==> config.mk <==
export PLATFORM = sky130hd
export DESIGN_NAME = mesh_matmul
export DESIGN_NICKNAME = d
export VERILOG_FILES = /design/src/rtl/mm_pkg.sv /design/src/rtl/mm_ctrl.sv /design/src/rtl/mm_skew.sv /design/src/rtl/mm_pe.sv /design/src/rtl/mm_tally.sv /design/src/rtl/mesh_matmul.sv
export SDC_FILE = /design/constraint.sdc
export NUM_CORES = 2
export LEC_CHECK = 0
export BUFFER_PORTS_ARGS = -buffer_cell sky130_fd_sc_hd__buf_2
export CORE_ASPECT_RATIO = 1.4
export CORE_MARGIN = 3
export CORE_UTILIZATION = 42
export CTS_BUF_LIST = sky130_fd_sc_hd__clkbuf_2
export CTS_CLUSTER_SIZE = 16
export DETAILED_ROUTE_END_ITERATION = 10
export GPL_TIMING_DRIVEN = 0
export PLACE_DENSITY = 0.69
export SYNTH_ARGS = -nofsm -noshare
export SYNTH_HDL_FRONTEND = slang
export SYNTH_SLANG_ARGS = --single-unit
==> constraint.sdc <==
create_clock -name clk -period 5.7 [get_ports clk]
set_input_delay 1.14 -clock clk [delete_from_list [all_inputs] [get_ports clk]]
set_output_delay 1.14 -clock clk [all_outputs]
set_load 0.1 [all_outputs]
==> src/rtl/mm_pkg.sv <==
package mm_pkg;

  typedef enum logic {
    MM_IDLE = 1'b0,
    MM_RUN  = 1'b1
  } mm_state_e;

  function automatic int ceil_log2(input int v);
    int r;
    r = 0;
    while ((1 << r) < v) r++;
    return r;
  endfunction

  // accumulator: full product plus growth for N terms
  function automatic int acc_bits(input int n, input int dw);
    return 2 * dw + ceil_log2(n);
  endfunction

  function automatic int idx_bits(input int n);
    return (n > 1) ? ceil_log2(n) : 1;
  endfunction

  // tick of the final multiply, counting injection as tick 0
  function automatic int last_tick(input int n);
    return 3 * n - 2;
  endfunction

  function automatic int read_total(input int n);
    return 2 * n * n;
  endfunction

  function automatic int hop_total(input int n);
    return 2 * n * n * (n - 1);
  endfunction

endpackage

==> src/rtl/mm_ctrl.sv <==
module mm_ctrl
  import mm_pkg::*;
#(
  parameter int N  = 3,
  parameter int TW = 4
) (
  input  logic          clk,
  input  logic          rst_n,
  input  logic          start,
  output logic          run,
  output logic          clr,
  output logic          done,
  output logic [TW-1:0] tick
);
  localparam logic [TW-1:0] LAST = TW'(last_tick(N));

  mm_state_e state;

  assign run = (state == MM_RUN);
  assign clr = start && (state == MM_IDLE);

  always_ff @(posedge clk or negedge rst_n) begin
    if (!rst_n) begin
      state <= MM_IDLE;
      tick  <= '0;
      done  <= 1'b0;
    end else begin
      done <= 1'b0;
      case (state)
        MM_IDLE: begin
          if (start) begin
            state <= MM_RUN;
            tick  <= '0;
          end
        end
        MM_RUN: begin
          if (tick == LAST) begin
            state <= MM_IDLE;
            done  <= 1'b1;
          end else begin
            tick <= tick + 1'b1;
          end
        end
        default: state <= MM_IDLE;
      endcase
    end
  end
endmodule

==> src/rtl/mm_skew.sv <==
module mm_skew #(
  parameter int N  = 3,
  parameter int DW = 8,
  parameter int IW = 2,
  parameter int TW = 4
) (
  input  logic            run,
  input  logic [TW-1:0]   tick,
  input  logic [N*DW-1:0] rd_data,
  output logic [N-1:0]    rd_en,
  output logic [N*IW-1:0] rd_idx,
  output logic [N*DW-1:0] op_dat,
  output logic [N-1:0]    op_vld
);
  for (genvar g = 0; g < N; g++) begin : g_lane
    localparam logic [TW:0] LO = (TW+1)'(g);
    localparam logic [TW:0] HI = (TW+1)'(g + N);
    logic [TW:0]   t_ext;
    logic [IW-1:0] off;
    logic          live;

    assign t_ext = {1'b0, tick};
    assign live  = run && (t_ext >= LO) && (t_ext < HI);
    assign off   = IW'(tick - TW'(g));

    assign rd_en[g]              = live;
    assign rd_idx[g*IW +: IW]    = live ? off : '0;
    assign op_vld[g]             = live;
    assign op_dat[g*DW +: DW]    = live ? rd_data[g*DW +: DW] : '0;
  end
endmodule

==> src/rtl/mm_pe.sv <==
module mm_pe #(
  parameter int DW = 8,
  parameter int AW = 18
) (
  input  logic                 clk,
  input  logic                 rst_n,
  input  logic                 clr,
  input  logic signed [DW-1:0] a_i,
  input  logic                 a_vi,
  input  logic signed [DW-1:0] b_i,
  input  logic                 b_vi,
  output logic signed [DW-1:0] a_o,
  output logic                 a_vo,
  output logic signed [DW-1:0] b_o,
  output logic                 b_vo,
  output logic signed [AW-1:0] acc_o
);
  logic signed [DW-1:0]   a_q, b_q;
  logic                   a_vq, b_vq;
  logic signed [AW-1:0]   acc_q;
  logic signed [2*DW-1:0] prod;
  logic signed [AW-1:0]   prod_x;
  logic                   fire;

  assign fire   = a_vq && b_vq;
  assign prod   = a_q * b_q;
  assign prod_x = AW'(prod);

  always_ff @(posedge clk or negedge rst_n) begin
    if (!rst_n) begin
      a_q <= '0; b_q <= '0; a_vq <= 1'b0; b_vq <= 1'b0; acc_q <= '0;
    end else if (clr) begin
      a_q <= '0; b_q <= '0; a_vq <= 1'b0; b_vq <= 1'b0; acc_q <= '0;
    end else begin
      a_q  <= a_i;
      a_vq <= a_vi;
      b_q  <= b_i;
      b_vq <= b_vi;
      if (fire) acc_q <= acc_q + prod_x;
    end
  end

  assign a_o   = a_q;
  assign a_vo  = a_vq;
  assign b_o   = b_q;
  assign b_vo  = b_vq;
  assign acc_o = acc_q;
endmodule

==> src/rtl/mm_tally.sv <==
module mm_tally #(
  parameter int RV = 6,
  parameter int HV = 12,
  parameter int CW = 5,
  parameter int HW = 6
) (
  input  logic          clk,
  input  logic          rst_n,
  input  logic          clr,
  input  logic [RV-1:0] rd_vec,
  input  logic [HV-1:0] hop_vec,
  output logic [CW-1:0] read_count,
  output logic [HW-1:0] hop_count
);
  always_ff @(posedge clk or negedge rst_n) begin
    if (!rst_n) begin
      read_count <= '0;
      hop_count  <= '0;
    end else if (clr) begin
      read_count <= '0;
      hop_count  <= '0;
    end else begin
      read_count <= read_count + CW'($countones(rd_vec));
      hop_count  <= hop_count  + HW'($countones(hop_vec));
    end
  end
endmodule

==> src/rtl/mesh_matmul.sv <==
module mesh_matmul
  import mm_pkg::*;
#(
  parameter  int N  = 3,
  parameter  int DW = 8,
  localparam int AW = acc_bits(N, DW),
  localparam int IW = idx_bits(N),
  localparam int CW = ceil_log2(read_total(N) + 1),
  localparam int HW = ceil_log2(hop_total(N) + 1)
) (
  input  logic              clk,
  input  logic              rst_n,
  input  logic              start,
  output logic [N-1:0]      a_rd_en,
  output logic [N*IW-1:0]   a_rd_col,
  input  logic [N*DW-1:0]   a_rd_data,
  output logic [N-1:0]      b_rd_en,
  output logic [N*IW-1:0]   b_rd_row,
  input  logic [N*DW-1:0]   b_rd_data,
  output logic              busy,
  output logic              done,
  output logic [N*N*AW-1:0] result,
  output logic [CW-1:0]     read_count,
  output logic [HW-1:0]     hop_count
);
  localparam int TW = ceil_log2(3 * N);
  localparam int RV = 2 * N;
  localparam int HV = 2 * N * (N - 1);

  logic          run, clr;
  logic [TW-1:0] tick;
  logic [N*DW-1:0] a_op, b_op;
  logic [N-1:0]    a_opv, b_opv;
  logic [RV-1:0]   rd_vec;
  logic [HV-1:0]   hop_vec;

  logic signed [DW-1:0] a_lnk [N][N+1];
  logic                 a_vlk [N][N+1];
  logic signed [DW-1:0] b_lnk [N+1][N];
  logic                 b_vlk [N+1][N];

  mm_ctrl #(.N(N), .TW(TW)) u_ctrl (
    .clk(clk), .rst_n(rst_n), .start(start),
    .run(run), .clr(clr), .done(done), .tick(tick)
  );

  mm_skew #(.N(N), .DW(DW), .IW(IW), .TW(TW)) u_skew_a (
    .run(run), .tick(tick), .rd_data(a_rd_data),
    .rd_en(a_rd_en), .rd_idx(a_rd_col), .op_dat(a_op), .op_vld(a_opv)
  );

  mm_skew #(.N(N), .DW(DW), .IW(IW), .TW(TW)) u_skew_b (
    .run(run), .tick(tick), .rd_data(b_rd_data),
    .rd_en(b_rd_en), .rd_idx(b_rd_row), .op_dat(b_op), .op_vld(b_opv)
  );

  for (genvar e = 0; e < N; e++) begin : g_edge
    assign a_lnk[e][0] = a_op[e*DW +: DW];
    assign a_vlk[e][0] = a_opv[e];
    assign b_lnk[0][e] = b_op[e*DW +: DW];
    assign b_vlk[0][e] = b_opv[e];
  end

  for (genvar i = 0; i < N; i++) begin : g_row
    for (genvar j = 0; j < N; j++) begin : g_col
      mm_pe #(.DW(DW), .AW(AW)) u_pe (
        .clk(clk), .rst_n(rst_n), .clr(clr),
        .a_i(a_lnk[i][j]),   .a_vi(a_vlk[i][j]),
        .b_i(b_lnk[i][j]),   .b_vi(b_vlk[i][j]),
        .a_o(a_lnk[i][j+1]), .a_vo(a_vlk[i][j+1]),
        .b_o(b_lnk[i+1][j]), .b_vo(b_vlk[i+1][j]),
        .acc_o(result[(i*N+j)*AW +: AW])
      );
      // interior links: rightward hand-offs and downward hand-offs
      if (j > 0) begin : g_hop_a
        assign hop_vec[i*(N-1) + (j-1)] = a_vlk[i][j];
      end
      if (i > 0) begin : g_hop_b
        assign hop_vec[N*(N-1) + (i-1)*N + j] = b_vlk[i][j];
      end
    end
  end

  assign rd_vec = {a_rd_en, b_rd_en};
  assign busy   = run;

  mm_tally #(.RV(RV), .HV(HV), .CW(CW), .HW(HW)) u_tally (
    .clk(clk), .rst_n(rst_n), .clr(clr),
    .rd_vec(rd_vec), .hop_vec(hop_vec),
    .read_count(read_count), .hop_count(hop_count)
  );
endmodule

-- After elaboration in Yosys (flattened, before gate mapping)
Cells that the tools add are included.
- register bits after elaboration: 332
- latch bits: 0
- memory bits (writable): 0
- memory bits (read-only): 0
- input bits: 51
- output and inout bits: 193
- logic and storage cells: 171
- memories: 0
- add/subtract/negate cells: 30
- $mul: 9
- div/mod/pow operators: 0
- $lt $le $gt $ge: 6
- eq/ne operators: 3
- shift-type cells: 0
- muxes and demuxes: 64
- bitwise operators: 1
- reductions and logical operators: 17
- operator list (kind ; count):
    $mux W18 ; 18
    $mux W8 ; 24
    $add A18 B16 Y18 ; 9
    $mul A8 B8 Y16 ; 9
    $add A6 B6 Y6 ; 6
    $add A1 B1 Y2 ; 9
    $add A5 B5 Y5 ; 3
    $mux W1 ; 13
    $reduce_bool A2 Y1 ; 6
    $logic_and A1 B1 Y1 ; 10
    $ge A4 B1 Y1 const B ; 2
    $lt A4 B3 Y1 const B ; 2
    $mux W4 ; 2
    $pmux W4 S2 ; 1
    $mux W2 ; 3
    $mux W6 ; 1
    $mux W5 ; 1
    $add A4 B1 Y4 const B ; 1
    $eq A4 B3 Y1 const B ; 1
    $ge A4 B2 Y1 const B ; 1
    $lt A4 B2 Y1 const B ; 1
    $ne A2 B2 Y1 const B ; 2
    $pmux W1 S2 ; 1
    $reduce_and A2 Y1 ; 1
    3 further kinds ; 3

-- Depth between registers and ports, before layout
- word-level depth: 8
- gate-level depth with buffers: 20

-- By module
A second synthesis with hierarchy kept.
- cell total of the unflattened synthesis: 4165
- area total of the unflattened synthesis: 42869.9 sq um
- by module, submodules not included (module ; instances ; cells an instance ; area an instance (sq um)):
    mm_pe at g_row[1].g_col[0].u_pe ... ; 4 ; 437 ; 4524.3
    mm_pe at g_row[0].g_col[0].u_pe ... ; 3 ; 438 ; 4536.9
    mm_pe at g_row[2].g_col[1].u_pe ; 1 ; 437 ; 4530.6
    mm_pe at g_row[2].g_col[2].u_pe ; 1 ; 437 ; 4526.8
    mm_tally ; 1 ; 91 ; 980.9
    mm_skew ; 2 ; 53 ; 405.4
    mm_ctrl ; 1 ; 32 ; 312.8

-- Least setup slack after synthesis
OpenSTA, ideal clock, no wires.
- path kind: reg2out
- from: reg u_ctrl.state, in the netlist u_ctrl.run
- to: out b_rd_row[4]
- arrival time: 5.064 ns
- required time: 4.560 ns
- slack: -0.504 ns
- stages on the path, launching flop included: 5
- path buffers: 2
- path through: dfrtp_1 -> nand2b_1 -> clkbuf_1 -> nor4_1 -> buf_4
- cells in the longest elaborated chain, start to end: 3
- RTL lines (item ; RTL line ; source):
    start, declared ; mm_ctrl.sv:17 ; mm_state_e state;
    start signal, assigned ; mm_ctrl.sv:24 ; state <= MM_IDLE;
    start signal, assigned ; mm_ctrl.sv:32 ; state <= MM_RUN;
    start signal, assigned ; mm_ctrl.sv:38 ; state <= MM_IDLE;
    $logic_and A1 B1 Y1 (2 in series) ; -- ;
    $mux W2 ; -- ;
    end, declared ; mesh_matmul.sv:18 ; output logic [N*IW-1:0] b_rd_row,
Every way passes these cells.

-- Worst setup path in the final report
- from: reg u_ctrl.tick[0]
- to: out a_rd_en[2]
- cells in the longest elaborated chain, start to end: 3
- elaborated cells on any way between the ends: 4
- RTL lines (item ; RTL line ; source):
    start, declared ; mm_ctrl.sv:13 ; output logic [TW-1:0] tick
    start signal, assigned ; mm_ctrl.sv:41 ; tick <= tick + 1'b1;
    $ge A4 B2 Y1 ; -- ;
    $logic_and A1 B1 Y1 ; -- ;
    $logic_and A1 B1 Y1 * ; -- ;
    end, declared ; mesh_matmul.sv:14 ; output logic [N-1:0] a_rd_en,
Mark *: on every way between the ends. The rest lies on a longest branch, timed or not.

==> results.txt <==
----------------------------------------------------
[Place]
  RePlAce Congestion ... 0.8680
  HPWL after detailed placement ... ~87000 um
  Total of buffers placed on input and output ports ... about 240

[Critical path]
  Worst r2r path cells ... 16
  Beginning of the worst register-to-register path ... g_row[2].g_col[1].u_pe.a_o[7]
  Data required time at the worst endpoint ... about 4.6 ns
  Setup slack on the worst flop-to-flop path ... 0.27 ns
  Worst reg2reg path endpoint ... g_row[2].g_col[1].u_pe.acc_o[17]
  Critical path data arrival time ... 4.30 ns
  Biggest fanout along the worst timing path ... 13
  Startpoint class of the critical path ... flip-flop
  Nature of the critical path endpoint ... primary output
  Class of the most critical setup path ... flip-flop to primary output

[Logic synthesis]
  Cell count after synthesis ... between 4000 and 5000
  Syn Nets ... 5210
  Number of warning messages in the yosys log ... 0
  Share of flip-flops with an asynchronous set or reset ... 100.0%
  Predominant post-synthesis flop cell ... dfrtp_1
  Yosys reg bits ... 332
  Post-synth EDFFs ... 0
  Top post-synthesis cells by area ... fa_1 (35%), dfrtp_1 (20%), ha_1 (12%), inv_1 (7.5%), and2_1 (5.0%)
  Fraction of the yosys area taken by sequential cells ... 19.97%
  Area of the mapped netlist ... just over 0.04 mm^2
  Cell taking the most area after synthesis ... fa_1
  Top cell type's share of synthesized area ... between 30% and 40%
  Number of distinct standard cells referenced by the synthesized netlist ... 60
  Syn avg cell area ... 10.34 um^2

[Layout]
  Share of cells above drive strength 1 ... 10.23%
  Layout Nets ... 5588
  Area Growth Syn to Fin ... 10.32%

[Floorplan]
  Row count ... 136
  Die area ... 0.1029 mm^2
  Overall die width ... 272.0 um
  Height of the die ... approximately 380 um
  Floorplan Core Area ... 0.09818 mm^2
  Starting utilization of the core area ... 42.37%
  I/O pin count ... 244

[Hold path]
  Type of the most critical hold path ... primary input to flip-flop
  Worst hold path depth ... 2
  Min-delay src ... a_rd_data[18]
  Endpoint, Worst Hold ... g_row[2].g_col[0].u_pe.a_o[2]

[Global routing]
  Initial antenna violation count ... 6
  Total global routing track utilization ... about 22%
  Pin count of the biggest net entering global routing ... 115
  Grt ovf ... 0
  First-pass GRT wire length ... 173300 um
  Via count of the first global-routing pass ... 31920

[Clocking]
  Maximum buffer depth of the clock tree ... 3
  Clock-pin slew on the worst setup and hold paths ... 0.10 ns
  Clock tree from TritonCTS ... done
  Cell at the root of the clock tree ... clkbuf_2
  Number of sinks on the clock net ... 332
  Number of buffers created by CTS ... 90
  H-Tree Depth ... 3
  Insertion delay of the later-clocked pin in the worst-skew pair ... 1.31 ns

[Timing]
  Peak Freq ... between 150 and 200 MHz
  Share of the clock period used by the worst path ... roughly 95%
  Final critical path time including I/O delays and setup ... 5.436 ns
  Clock tree skew after final layout ... 0.1363 ns
  Final number of max-transition violations ... 0
  RSZ-0062 raised after global routing ... false
  Headroom to the max-slew limit ... 4.526%
  Worst Hold Margin ... approximately 0.22 ns
  Final hold violation count ... 0
  Final Setup Violations ... 0
  Transition at the pin with the smallest max-transition slack ... roughly 1.4 ns

[Routing]
  Average vias per placed instance ... roughly 5.0
  Count of nets left with antenna violations after detail routing ... 0
  Total number of vias ... 28863
  1st-iter DRT viols ... 1313
  Routed wire length ... 105900 um
  Total iterations of the first detailed-routing run ... 5
  Average routed wire per standard cell ... 18.33 um
  DRC violations left ... 0

[Run]
  Max-capacitance violation count ... 0

[Run status]
  Outcome ... finished clean

----------------------------------------------------
==> cell usage in the layout (no fill, tap or decap), types with 12 or more instances in the layout <==
cell,Yosys,layout
inv_1,832,832
fa_1,734,734
ha_1,402,402
nand2_1,331,331
dfrtp_1,332,325
and2_1,334,317
buf_2,1,243
nor2b_1,187,187
clkbuf_2,0,124
xnor2_1,119,119
o21ai_0,112,112
a21oi_1,73,72
nor2_1,60,60
clkbuf_1,65,52
dlygate4sd3_1,0,44
mux2i_1,38,38
a22o_1,38,38
xor2_1,37,37
o21a_1,29,29
and3_1,26,26
nand2b_1,25,25
a21o_1,23,23
nor3_1,22,21
buf_4,12,20
clkinv_1,0,19
nand3_1,15,15
a211oi_1,12,12
a32o_1,12,12
or3_1,12,12
==> logic make-up (layout without fill, tap and decap cells) <==
group                    Yosys count  in the layout  share of synthesized area [%]
adder cells (fa/ha/maj)         1136           1136                          47.42
AND/OR/NAND/NOR                 1053           1053                          13.47
buffers and inverters            918           1361                          8.395
AO/OA/AOI/OAI                    379            379                          6.253
flip-flops                       332            332                          19.97
XOR/XNOR                         156            156                          3.285
multiplexers                      49             49                          1.212
other                              0              2                              0
==> worst max-delay path, stage by stage (launching register included) <==
cell	delay [ns]
dfrtp_1	0.46
inv_1	0.16
ha_1	0.16
nor3_1	0.09
nor3_2	0.76
clkbuf_1	0.76
buf_4	0.22
buf_2	0.42
==> cells in the mapped netlist, types with 8 or more instances <==
master      n
clkbuf_1   65
nor3b_1     8
o21bai_1    8
buf_4      12
o21ai_0   112
xnor2_1   119
nand3_1    15
fa_1      734
dfrtp_1   332
nor2b_1   187
nand2_1   331
a211oi_1   12
nor4_1     12
ha_1      402
nor2_1     60
nand2b_1   25
nor3_1     22
a22o_1     38
and3_1     26
and2_1    334
mux2i_1    38
o21a_1     29
mux2_2     11
or3_1      12
xor2_1     37
buf_1       8
a211o_1     9
a21oi_1    73
inv_1     832
a32o_1     12
a21o_1     23
==> what timing repair did <==
item / in CTS / in global routing
hold endpoints to repair: 164 / 0
pin swaps: 0 / 1
resized for setup: 15 / 24
setup endpoints to repair: 35 / 36
setup buffers: 0 / 6
hold buffers: 44 / 0
==> layout make-up <==
class / instances / area (um^2)
timing repair buffer: 298 / 1809
antenna: 2 / 5.005
inverter: 832 / 3123
multi-input combinational: 2773 / 29850
clock inverter: 34 / 200.2
sequential: 332 / 8317
clock buffer: 123 / 615.6
tap: 1311 / 1640
fill: 9217 / 52300
buffer: 74 / 325.3
==> worst max path at each step <==
stage                                  startpoint                                to  cells after the start
finish                             u_ctrl.tick[0]                        a_rd_en[2]                      7
global route        g_row[1].g_col[1].u_pe.b_o[1]  g_row[1].g_col[1].u_pe.acc_o[17]                     18
detailed placement  g_row[2].g_col[1].u_pe.a_o[7]  g_row[2].g_col[1].u_pe.acc_o[17]                     17
CTS                 g_row[2].g_col[2].u_pe.b_o[0]  g_row[2].g_col[2].u_pe.acc_o[14]                     16
global placement                            rst_n  g_row[2].g_col[1].u_pe.acc_o[16]                      1
floorplan                              u_ctrl.run                       b_rd_row[4]                      4
==> stage by stage <==
stage | setup WS [ns] | std cells | TNS (ns) | util (%) | cell area [um^2]
5_1_grt | 0.002072 | 5779 | 0 | 46.74 | 45890
3_5_place_dp | -0.4294 | 5582 | -4.591 | 45.41 | 44580
6_report | 0.2636 | 5779 | 0 | 46.74 | 45890
2_1_floorplan | -0.5042 | 4023 | -2.739 | - | 41600
3_3_place_gp | -3.344 | 5577 | -1087.05 | 45.28 | 44450
4_1_cts | 0.006954 | 5781 | 0 | 46.70 | 45850
==> state kept, by name, summed over array words and instances, names as in the netlist <==
| register | flops |
|---|---|
| g_row.g_col.u_pe.acc_o | 162 |
| g_row.g_col.u_pe.a_o | 72 |
| g_row.g_col.u_pe.b_o | 72 |
| g_row.g_col.u_pe.a_vo | 7 |
| u_tally.hop_count | 6 |
| u_tally.read_count | 5 |
| u_ctrl.tick | 4 |
| g_row.g_col.u_pe.b_vo | 2 |
| u_ctrl.done | 1 |
| u_ctrl.run | 1 |
==> metal layers <==
metal | up-vias | wire, um | GRT usage [%]
li1 | 13186 | - | -
met1 | 14866 | 41620 | 25.97
met2 | 636 | 54510 | 38.76
met3 | 175 | 5462 | 3.707
met4 | 0 | 4342 | 8.185
met5 | - | 0 | 0
Power is not shown: default switching activity piles up to over one toggle a cycle in this logic, so the estimate is an artifact.
